===== config.mk =====
export PLATFORM = sky130hd
export DESIGN_NAME = reqtab_top
export DESIGN_NICKNAME = d
export VERILOG_FILES = /design/src/rtl/reqtab_store.sv /design/src/rtl/reqtab_match.sv /design/src/rtl/reqtab_alloc.sv /design/src/rtl/reqtab_top.sv
export SDC_FILE = /design/constraint.sdc
export NUM_CORES = 1
export LEC_CHECK = 0
export ABC_AREA = 1
export BUFFER_PORTS_ARGS = -buffer_cell sky130_fd_sc_hd__buf_4
export CAP_MARGIN = 20
export CORE_MARGIN = 2
export CORE_UTILIZATION = 32
export CTS_BUF_LIST = sky130_fd_sc_hd__clkbuf_2
export DETAILED_ROUTE_END_ITERATION = 6
export GPL_TIMING_DRIVEN = 0
export HOLD_SLACK_MARGIN = 0.06
export PLACE_DENSITY = 0.58
export SYNTH_ARGS = -nofsm -noshare
export SYNTH_HDL_FRONTEND = slang
export SYNTH_SLANG_ARGS = --single-unit

===== constraint.sdc =====
create_clock -name clk -period 2.1 [get_ports clk]
set_input_delay 0.42 -clock clk [delete_from_list [all_inputs] [get_ports clk]]
set_output_delay 0.42 -clock clk [all_outputs]
set_load 0.01 [all_outputs]

===== src/rtl/reqtab_store.sv =====
module reqtab_store #(
    parameter int ENTRIES = 8,
    parameter int BLK_W   = 26,
    localparam int TAG_W  = $clog2(ENTRIES)
) (
    input  logic                            clk,
    input  logic                            rst,
    input  logic                            alloc_en,
    input  logic [TAG_W-1:0]                alloc_idx,
    input  logic [BLK_W-1:0]                alloc_addr,
    input  logic [1:0]                      alloc_op,
    input  logic                            free_en,
    input  logic [TAG_W-1:0]                free_idx,
    output logic [ENTRIES-1:0]              vld,
    output logic [ENTRIES-1:0][BLK_W-1:0]   addr_tab,
    output logic [ENTRIES-1:0][1:0]         op_tab
);
    typedef struct packed {
        logic [ENTRIES-1:0]            vld;
        logic [ENTRIES-1:0][BLK_W-1:0] addr;
        logic [ENTRIES-1:0][1:0]       op;
    } state_t;

    state_t st_d, st_q;

    always_comb begin
        st_d = st_q;
        if (free_en) begin
            st_d.vld[free_idx] = 1'b0;
        end
        if (alloc_en) begin
            st_d.vld[alloc_idx]  = 1'b1;
            st_d.addr[alloc_idx] = alloc_addr;
            st_d.op[alloc_idx]   = alloc_op;
        end
    end

    always_ff @(posedge clk) begin
        if (rst) begin
            st_q <= '0;
        end else begin
            st_q <= st_d;
        end
    end

    assign vld      = st_q.vld;
    assign addr_tab = st_q.addr;
    assign op_tab   = st_q.op;
endmodule


===== src/rtl/reqtab_match.sv =====
module reqtab_match #(
    parameter int ENTRIES = 8,
    parameter int BLK_W   = 26
) (
    input  logic [ENTRIES-1:0]            vld,
    input  logic [ENTRIES-1:0][BLK_W-1:0] addr_tab,
    input  logic [BLK_W-1:0]              probe_addr,
    output logic                          hit_any
);
    logic [ENTRIES-1:0] hit_vec;

    for (genvar g = 0; g < ENTRIES; g++) begin : g_cmp
        assign hit_vec[g] = vld[g] && (addr_tab[g] == probe_addr);
    end

    assign hit_any = |hit_vec;
endmodule


===== src/rtl/reqtab_alloc.sv =====
module reqtab_alloc #(
    parameter int ENTRIES = 8,
    localparam int TAG_W  = $clog2(ENTRIES)
) (
    input  logic [ENTRIES-1:0] avail,
    output logic [TAG_W-1:0]   pick_idx,
    output logic               pick_found
);
    always_comb begin
        pick_idx   = '0;
        pick_found = 1'b0;
        for (int i = ENTRIES - 1; i >= 0; i--) begin
            if (avail[i]) begin
                pick_idx   = i[TAG_W-1:0];
                pick_found = 1'b1;
            end
        end
    end
endmodule


===== src/rtl/reqtab_top.sv =====
module reqtab_top #(
    parameter int ENTRIES = 8,
    parameter int BLK_W   = 26,
    localparam int TAG_W  = $clog2(ENTRIES)
) (
    input  logic             clk,
    input  logic             rst,
    input  logic             lreq_valid,
    input  logic [BLK_W-1:0] lreq_addr,
    output logic             lreq_ok,
    output logic             lreq_stall,
    output logic [TAG_W-1:0] lreq_tag,
    input  logic             bus_req_valid,
    input  logic [BLK_W-1:0] bus_req_addr,
    input  logic [1:0]       bus_req_op,
    input  logic [TAG_W-1:0] bus_req_tag,
    input  logic             rsp_valid,
    input  logic [TAG_W-1:0] rsp_tag,
    output logic [BLK_W-1:0] rsp_addr,
    output logic [1:0]       rsp_op
);
    logic [ENTRIES-1:0]            vld;
    logic [ENTRIES-1:0][BLK_W-1:0] addr_tab;
    logic [ENTRIES-1:0][1:0]       op_tab;
    logic [ENTRIES-1:0]            bus_claim;
    logic [ENTRIES-1:0]            avail;
    logic [TAG_W-1:0]              pick_idx;
    logic                          pick_found;
    logic                          hit_any;
    logic                          collide;
    logic                          blocked;

    reqtab_store #(.ENTRIES(ENTRIES), .BLK_W(BLK_W)) store_i (
        .clk        (clk),
        .rst        (rst),
        .alloc_en   (bus_req_valid),
        .alloc_idx  (bus_req_tag),
        .alloc_addr (bus_req_addr),
        .alloc_op   (bus_req_op),
        .free_en    (rsp_valid),
        .free_idx   (rsp_tag),
        .vld        (vld),
        .addr_tab   (addr_tab),
        .op_tab     (op_tab)
    );

    reqtab_match #(.ENTRIES(ENTRIES), .BLK_W(BLK_W)) match_i (
        .vld        (vld),
        .addr_tab   (addr_tab),
        .probe_addr (lreq_addr),
        .hit_any    (hit_any)
    );

    for (genvar g = 0; g < ENTRIES; g++) begin : g_claim
        assign bus_claim[g] = bus_req_valid && (bus_req_tag == TAG_W'(g));
    end

    assign avail = ~vld & ~bus_claim;

    reqtab_alloc #(.ENTRIES(ENTRIES)) alloc_i (
        .avail      (avail),
        .pick_idx   (pick_idx),
        .pick_found (pick_found)
    );

    always_comb begin
        collide    = bus_req_valid && (bus_req_addr == lreq_addr);
        blocked    = hit_any || collide || !pick_found;
        lreq_ok    = lreq_valid && !blocked;
        lreq_stall = lreq_valid && blocked;
        lreq_tag   = pick_found ? pick_idx : '0;
        rsp_addr   = rsp_valid ? addr_tab[rsp_tag] : '0;
        rsp_op     = rsp_valid ? op_tab[rsp_tag] : 2'b00;
    end
endmodule


==> impl_metrics.py, run 1 <==
metrics = {
    "synthesis": {
        "synthMostInstantiatedCell": "nand2_1",
        "syn_area_um2": 15300,
        "post_synth_main_area_contributors": "dfxtp_1, nand2_1, nor2_1",
        "yosysSeqAreaShare_pct": 30.3,
        "synthDistinctLibCells": 35,
        "synth_instances": 2539,
        "synth.cells.most_frequent": "nand2_1, nor2_1, inv_1",
        "post-synth-top-area-fraction_pct": 30.3,
        "synth_seq_cells": 232,
        "synth_enable_flop_cells": 0,
        "yosys_warnings": 0,
        "synthFlopType": "dfxtp_1",
        "ys_async_sr_fraction_pct": 0,
        "postSynthNetCount": 2604,
        "synthDominantAreaCellType": "dfxtp_1",
        "syn-mean-instance-area_um2": 6.04,
    },
    "timing": {
        "timing_hold_violations_final": 0,
        "timing_worst_slew_pin_value_ns": 1.07,
        "relSlewSlack_pct": 28.9,
        "finalSetupViolCount": 34,
        "clock_skew_ns": 0,
        "layout_worst_path_cycle_share_pct": 157,
        "maxSlewViolCount": 0,
        "worst_setup_slack_after_layout_ns": -1.19,
        "post-route-min-period_ns": 3.29,
        "fmax_mhz": 304,
        "rsz0062_at_grt": "true",
    },
    "power_and_ir_drop": {
        "power.ir.vdd_worst_v": 0.000323,
        "power_leakage_nw": 8.59,
        "pwr-share-seq_pct": 39.3,
        "share_comb_of_total_power_pct": 26.6,
        "fin_total_pwr_mw": 12.0,
        "swShare_pct": 41.4,
        "clockPowerShare_pct": 34.0,
        "internal-power_mw": 7.01,
        "power.switching_mw": 4.95,
        "p_per_area_nw_per_um2": 578,
    },
    "placement": {
        "placement.setup.worst_slack_ns": -1.40,
        "io_buffers": 76,
        "gp_congestion": 1.01,
        "dp_hpwl_um": 88100,
        "numPlacedInstances": 3234,
        "postPlaceCellArea_um2": 16700,
    },
    "finish": {
        "post_route_non_filler_standard_cell_count": 3511,
        "fin_util_pct": 43.6,
        "drive_above_1_share_pct": 27.4,
        "syn_to_final_growth_pct": 35.1,
        "final_net_count": 2913,
        "final_cell_area_um2": 20700,
    },
    "cts": {
        "ctsHtreeMaxLevel": 3,
        "cts_tree": "built",
        "clkTransAtPathRegs_ns": 0.11,
        "clock_path_buffers": 3,
        "cts-buffers-inserted": 75,
        "clock_sinks": 232,
        "cts_root_buf": "clkbuf_2",
        "clkLatencyLatePin_ns": 1.08,
    },
    "flow_run": {
        "drv_cap": 0,
    },
    "drt": {
        "vias_per_inst": 5.90,
        "drt-initial-drc-count": 2451,
        "drtAntennaViolNets": 0,
        "wire_length_reported_by_the_detailed_router_um": 117000,
        "drt_first_pass_iters": 6,
        "drc_errors": 0,
        "detail_route.wl_per_cell_um": 33.4,
        "route.vias.total": 20700,
    },
    "global_routing": {
        "global_route.usage.met2_pct": 71.3,
        "grt_pass1_vias": 19900,
        "first_pass_grt_wire_length_um": 157000,
        "grt.total_usage_pct": 46.5,
        "global_route.peak_usage_layer": "met2",
        "grt.overflow.total": 0,
        "initial_antenna_violation_count": 5,
        "global_route.usage.met3_pct": 12.7,
        "grt_use_met1_pct": 54.8,
        "grt_max_degree": 11,
    },
    "critical_path": {
        "critical_path.max_fanout": 3,
        "timing.reg2reg.setup_slack_ns": 0.69,
        "start_kind": "register",
        "rr_endpoint": "store_i.vld[2]$_SDFF_PP0_",
        "required_ns": 1.68,
        "arrival_ns": 2.87,
        "worst_r2r_path_depth": 4,
        "critPathCapture": "lreq_ok",
        "rr_startpoint": "store_i.vld[2]$_SDFF_PP0_",
        "path_class": "reg2out",
        "end_kind": "output port",
    },
    "floorplan": {
        "ioPinCount": 98,
        "floorplan.die.height_um": 223,
        "row_count": 80,
        "die_w_um": 223,
        "area_of_the_die_um2": 49700,
        "coreArea_um2": 47500,
        "initial_util_pct": 32.2,
    },
    "status": {
        "outcome": "finished with violations",
        "violations": "setup timing",
    },
    "min_path": {
        "hold_path.startpoint": "bus_req_tag[0]",
        "holdCritPathClass": "in2reg",
    },
}
-- per-stage QoR --
step	TNS [ns]	hold WS, ns
after floorplan	0	0.438
after global routing	-21.21	0.0553
after CTS	-21.78	0.0691
after detailed placement	-89.49	0.452
after global placement	-100.51	0.444
final	-20.93	0.00560
-- layer usage --
| metal | up-vias | wire (um) |
|---|---|---|
| met1 | 9857 | 43500 |
| met3 | 449 | 12300 |
| met5 | - | 10 |
| li1 | 8957 | - |
| met4 | 2 | 11700 |
| met2 | 1466 | 49800 |
-- timing repair --
item,4_1_cts,5_1_grt
endpoints found under the setup margin,33,34
cloned,0,0
hold buffers,134,2
hold endpoints to repair,216,1
resized for setup,398,308
setup buffers,12,6
pin swaps,78,98
-- power groups by stage --
stage	Combinational, mW	Sequential, mW	Clock, mW
finish	3.19	4.71	4.07
global route	3.25	4.72	4.23
CTS	2.91	4.69	4.03
detailed placement	2.60	4.77	0
global placement	2.59	4.77	0
floorplan	1.31	4.73	0
-- worst min-delay path by stage --
stage / endpoint / slack [ns] / depth (start not counted)
floorplan: register / 0.44 / 2
global placement: register / 0.44 / 2
detailed placement: register / 0.45 / 2
CTS: register / 0.07 / 5
global route: register / 0.06 / 6
finish: register / 0.006 / 7
-- layout by cell type, fill, tap and decap left out, types with 20 or more instances in the layout --
| master | netlist | final |
|---|---|---|
| xnor2_2 | 0 | 21 |
| buf_2 | 55 | 56 |
| nand2_2 | 3 | 50 |
| nand3_1 | 30 | 25 |
| o21ai_1 | 9 | 46 |
| buf_4 | 8 | 93 |
| xnor2_1 | 48 | 27 |
| a21oi_1 | 118 | 65 |
| clkbuf_2 | 2 | 123 |
| nor2_2 | 1 | 38 |
| inv_1 | 235 | 183 |
| dlygate4sd3_1 | 0 | 132 |
| a211oi_1 | 200 | 200 |
| nor2_4 | 2 | 21 |
| inv_2 | 21 | 71 |
| nor2_1 | 494 | 438 |
| dfxtp_2 | 0 | 92 |
| a41oi_2 | 0 | 24 |
| nand2_1 | 685 | 630 |
| nor3_1 | 20 | 20 |
| clkbuf_1 | 74 | 53 |
| nand4_1 | 51 | 51 |
| a21oi_2 | 0 | 39 |
| o21ai_0 | 162 | 51 |
| o21ai_2 | 0 | 65 |
| dfxtp_1 | 232 | 123 |
-- critical path, cell delays in order, from the launching register on --
cell and delay, ns:
dfxtp_4 0.39, xor2_2 0.19, nor2_1 0.16, nand2_1 0.08
nor2_2 0.13, nand4_1 0.25, nand2_1 0.15, nor2_1 0.05
nand2_1 0.13, nor2_1 0.07, buf_4 0.14
-- final cells by class --
class,instances,area (um^2)
Timing Repair Buffer,232,2150
Buffer,153,751
Antenna cell,4,10.0
Inverter,260,1000
Sequential cell,232,4820
Multi-Input combinational cell,1894,10600
Fill cell,5218,26800
Tap cell,615,769
Clock buffer,107,536
Clock inverter,14,108
-- logic make-up after synthesis --
kind of cell | after synthesis | share of synthesized area, %
flops | 232 | 30.3
xor+xnor | 65 | 3.71
simple gates | 1304 | 33.8
buf+inv | 413 | 11.0
compound gates | 525 | 21.2
(Power assumes the default switching activity.)
==> run 2, diff against run 1 <==
==> constraint.sdc (replaced) <==
create_clock -name clk -period 2.1 [get_ports clk]
set_input_delay 0.105 -clock clk [delete_from_list [all_inputs] [get_ports clk]]
set_output_delay 0.105 -clock clk [all_outputs]
set_load 0.01 [all_outputs]
==> impl_metrics.py, run 2 (same netlist as run 1, synthesis figures left out) <==
metrics = {
    "power_and_ir_drop": {
        "clockPowerShare_pct": 33.7,
        "p_per_area_nw_per_um2": 568,
        "share_comb_of_total_power_pct": 27.3,
        "internal-power_mw": 7.07,
        "pwr-share-seq_pct": 39.0,
        "power.switching_mw": 5.00,
        "power_leakage_nw": 8.87,
        "power.ir.vdd_worst_v": 0.000309,
        "swShare_pct": 41.4,
    },
    "min_path": {
        "holdCritPathClass": "in2reg",
    },
    "finish": {
        "final_net_count": 2962,
        "drive_above_1_share_pct": 26.5,
        "mostFrequentLayoutCells": "nand2_1, nor2_1, a211oi_1",
        "layout.cells.most_common": "nand2_1",
        "post_route_non_filler_standard_cell_count": 3562,
        "fill_cells": 5193,
        "syn_to_final_growth_pct": 38.6,
    },
    "drt": {
        "drt-initial-drc-count": 2770,
        "vias_per_inst": 5.96,
        "detail_route.wl_per_cell_um": 33.8,
        "route.vias.total": 21200,
        "drt_first_pass_iters": 6,
        "drc_errors": 0,
        "wire_length_reported_by_the_detailed_router_um": 120000,
        "drtAntennaViolNets": 0,
    },
    "critical_path": {
        "path_class": "in2out",
        "path_cells": "buf_4, dlygate4sd3_1, inv_1, nand2_1, nand2_1, nor2_1, nand2_1, nor2_1, nand4_1, nand3_4, nor2_1, nand2_1, nor2_1, buf_4",
        "required_ns": 2.00,
        "critical_path_buf_inv_count": 4,
        "worst_path_max_delay_cell": "dlygate4sd3_1",
        "worst_path_largest_cell_delay_ns": 0.79,
        "arrival_ns": 2.85,
        "critical_path.max_fanout": 5,
        "start_kind": "input port",
        "end_kind": "output port",
        "critical_path.top_delay_family": "simple AND/OR/NAND/NOR gates",
    },
    "timing": {
        "finalSetupViolCount": 36,
        "timing_worst_slew_pin_value_ns": 1.31,
        "maxSlewViolCount": 0,
        "clock_skew_ns": 0,
        "timing_hold_violations_final": 0,
        "layout_worst_path_cycle_share_pct": 141,
        "relSlewSlack_pct": 12.7,
        "fmax_mhz": 338,
        "post-route-min-period_ns": 2.96,
        "worst_setup_slack_after_layout_ns": -0.856,
        "final_hold_slack_ns": 0.0701,
        "rsz0062_at_grt": "true",
    },
    "global_routing": {
        "grt_pass1_vias": 20000,
        "grt.overflow.total": 0,
        "initial_antenna_violation_count": 5,
        "first_pass_grt_wire_length_um": 160000,
        "grt_max_degree": 11,
        "grt.total_usage_pct": 47.4,
    },
    "placement": {
        "io_buffers": 76,
        "gp_congestion": 1.01,
        "numPlacedInstances": 3234,
        "dp_hpwl_um": 88100,
    },
    "cts": {
        "clock_sinks": 232,
        "cts-buffers-inserted": 75,
        "cts_root_buf": "clkbuf_2",
        "cts_tree": "built",
        "clkTransAtPathRegs_ns": 0.13,
        "clkLatencyLatePin_ns": 1.07,
        "ctsHtreeMaxLevel": 3,
        "clock_path_buffers": 3,
    },
    "floorplan": {
        "area_of_the_die_um2": 49700,
        "ioPinCount": 98,
        "row_count": 80,
        "initial_util_pct": 32.2,
        "die_w_um": 223,
        "floorplan.die.height_um": 223,
        "coreArea_um2": 47500,
    },
    "status": {
        "violations": "setup timing",
        "outcome": "finished with violations",
    },
    "flow_run": {
        "drv_cap": 0,
    },
}
-- run 2: cell types whose count changed in the layout (fill, tap and decap cells not counted), moves of 3 or more --
cell and delta:
inv_1 +4, inv_2 -11, dlymetal6s4s_1 +8, o21ai_1 -4, o21ai_0 +4, clkbuf_1 +9
dfxtp_4 +3, dfxtp_2 -3, inv_4 +5, clkbuf_2 -3, clkbuf_4 -5, dlygate4sd3_1 +40
-- run 2: metal layers --
layer	GRT usage, %	vias up	routed length, um
li1	-	9042	-
met1	56.0	10200	43800
met2	72.6	1575	51200
met3	13.3	452	13600
met4	37.0	0	11800
met5	0	-	0
-- run 2: what timing repair did --
item,4_1_cts,5_1_grt
resized for setup,403,287
pin swaps,81,81
endpoints found under the setup margin,33,56
hold buffers,149,37
hold endpoints to repair,232,62
setup buffers,12,8
cloned,0,0
-- run 2: worst min-delay path, cell delays in order --
cell,delay [ns]
buf_4,0.11
inv_2,0.04
nor2_2,0.11
nand2_2,0.25
clkbuf_2,0.34
nor2_1,0.15
a211oi_1,0.05
-- run 2: area by class of cell --
type                            count  area [um^2]  area share (%)
Sequential cell                   232         4830            22.8
Clock buffer                      107          536            2.52
Inverter                          260         1020            4.80
Tap cell                          615          769            3.62
Multi-Input combinational cell   1894        10600            49.7
Antenna cell                        6         15.0          0.0707
Buffer                            152          723            3.41
Timing Repair Buffer              282         2670            12.6
Clock inverter                     14          108           0.507
-- run 2: per-stage QoR --
stage               setup WS, ns  util [%]  area, um^2  setup TNS (ns)  power, mW
detailed placement        -0.772      35.2       16700          -19.06       7.37
finish                    -0.856      44.7       21200          -10.86       12.1
floorplan                  0.821         -       15300               0       6.05
CTS                       -0.780      42.2       20100          -11.93       11.7
global placement           -1.14      35.1       16700          -28.64       7.36
global route              -0.861      44.6       21200          -11.59       12.3
-- run 2: power by group through the flow --
stage	sequential, mW	combinational, mW	clock (mW)
6_report	4.71	3.29	4.07
3_5_place_dp	4.77	2.60	0
4_1_cts	4.69	2.96	4.03
2_1_floorplan	4.73	1.31	0
5_1_grt	4.72	3.35	4.25
3_3_place_gp	4.77	2.59	0
-- run 2: worst paths after layout --
kind | depth (start not counted) | slack (ns) | endpoint | startpoint
setup / recovery | 14 | -0.86 | lreq_ok | bus_req_addr[20]
hold / removal | 7 | 0.07 | register | bus_req_tag[1]
setup reg to reg | 3 | 0.69 | register | register
hold reg to reg | 2 | 0.47 | register | register
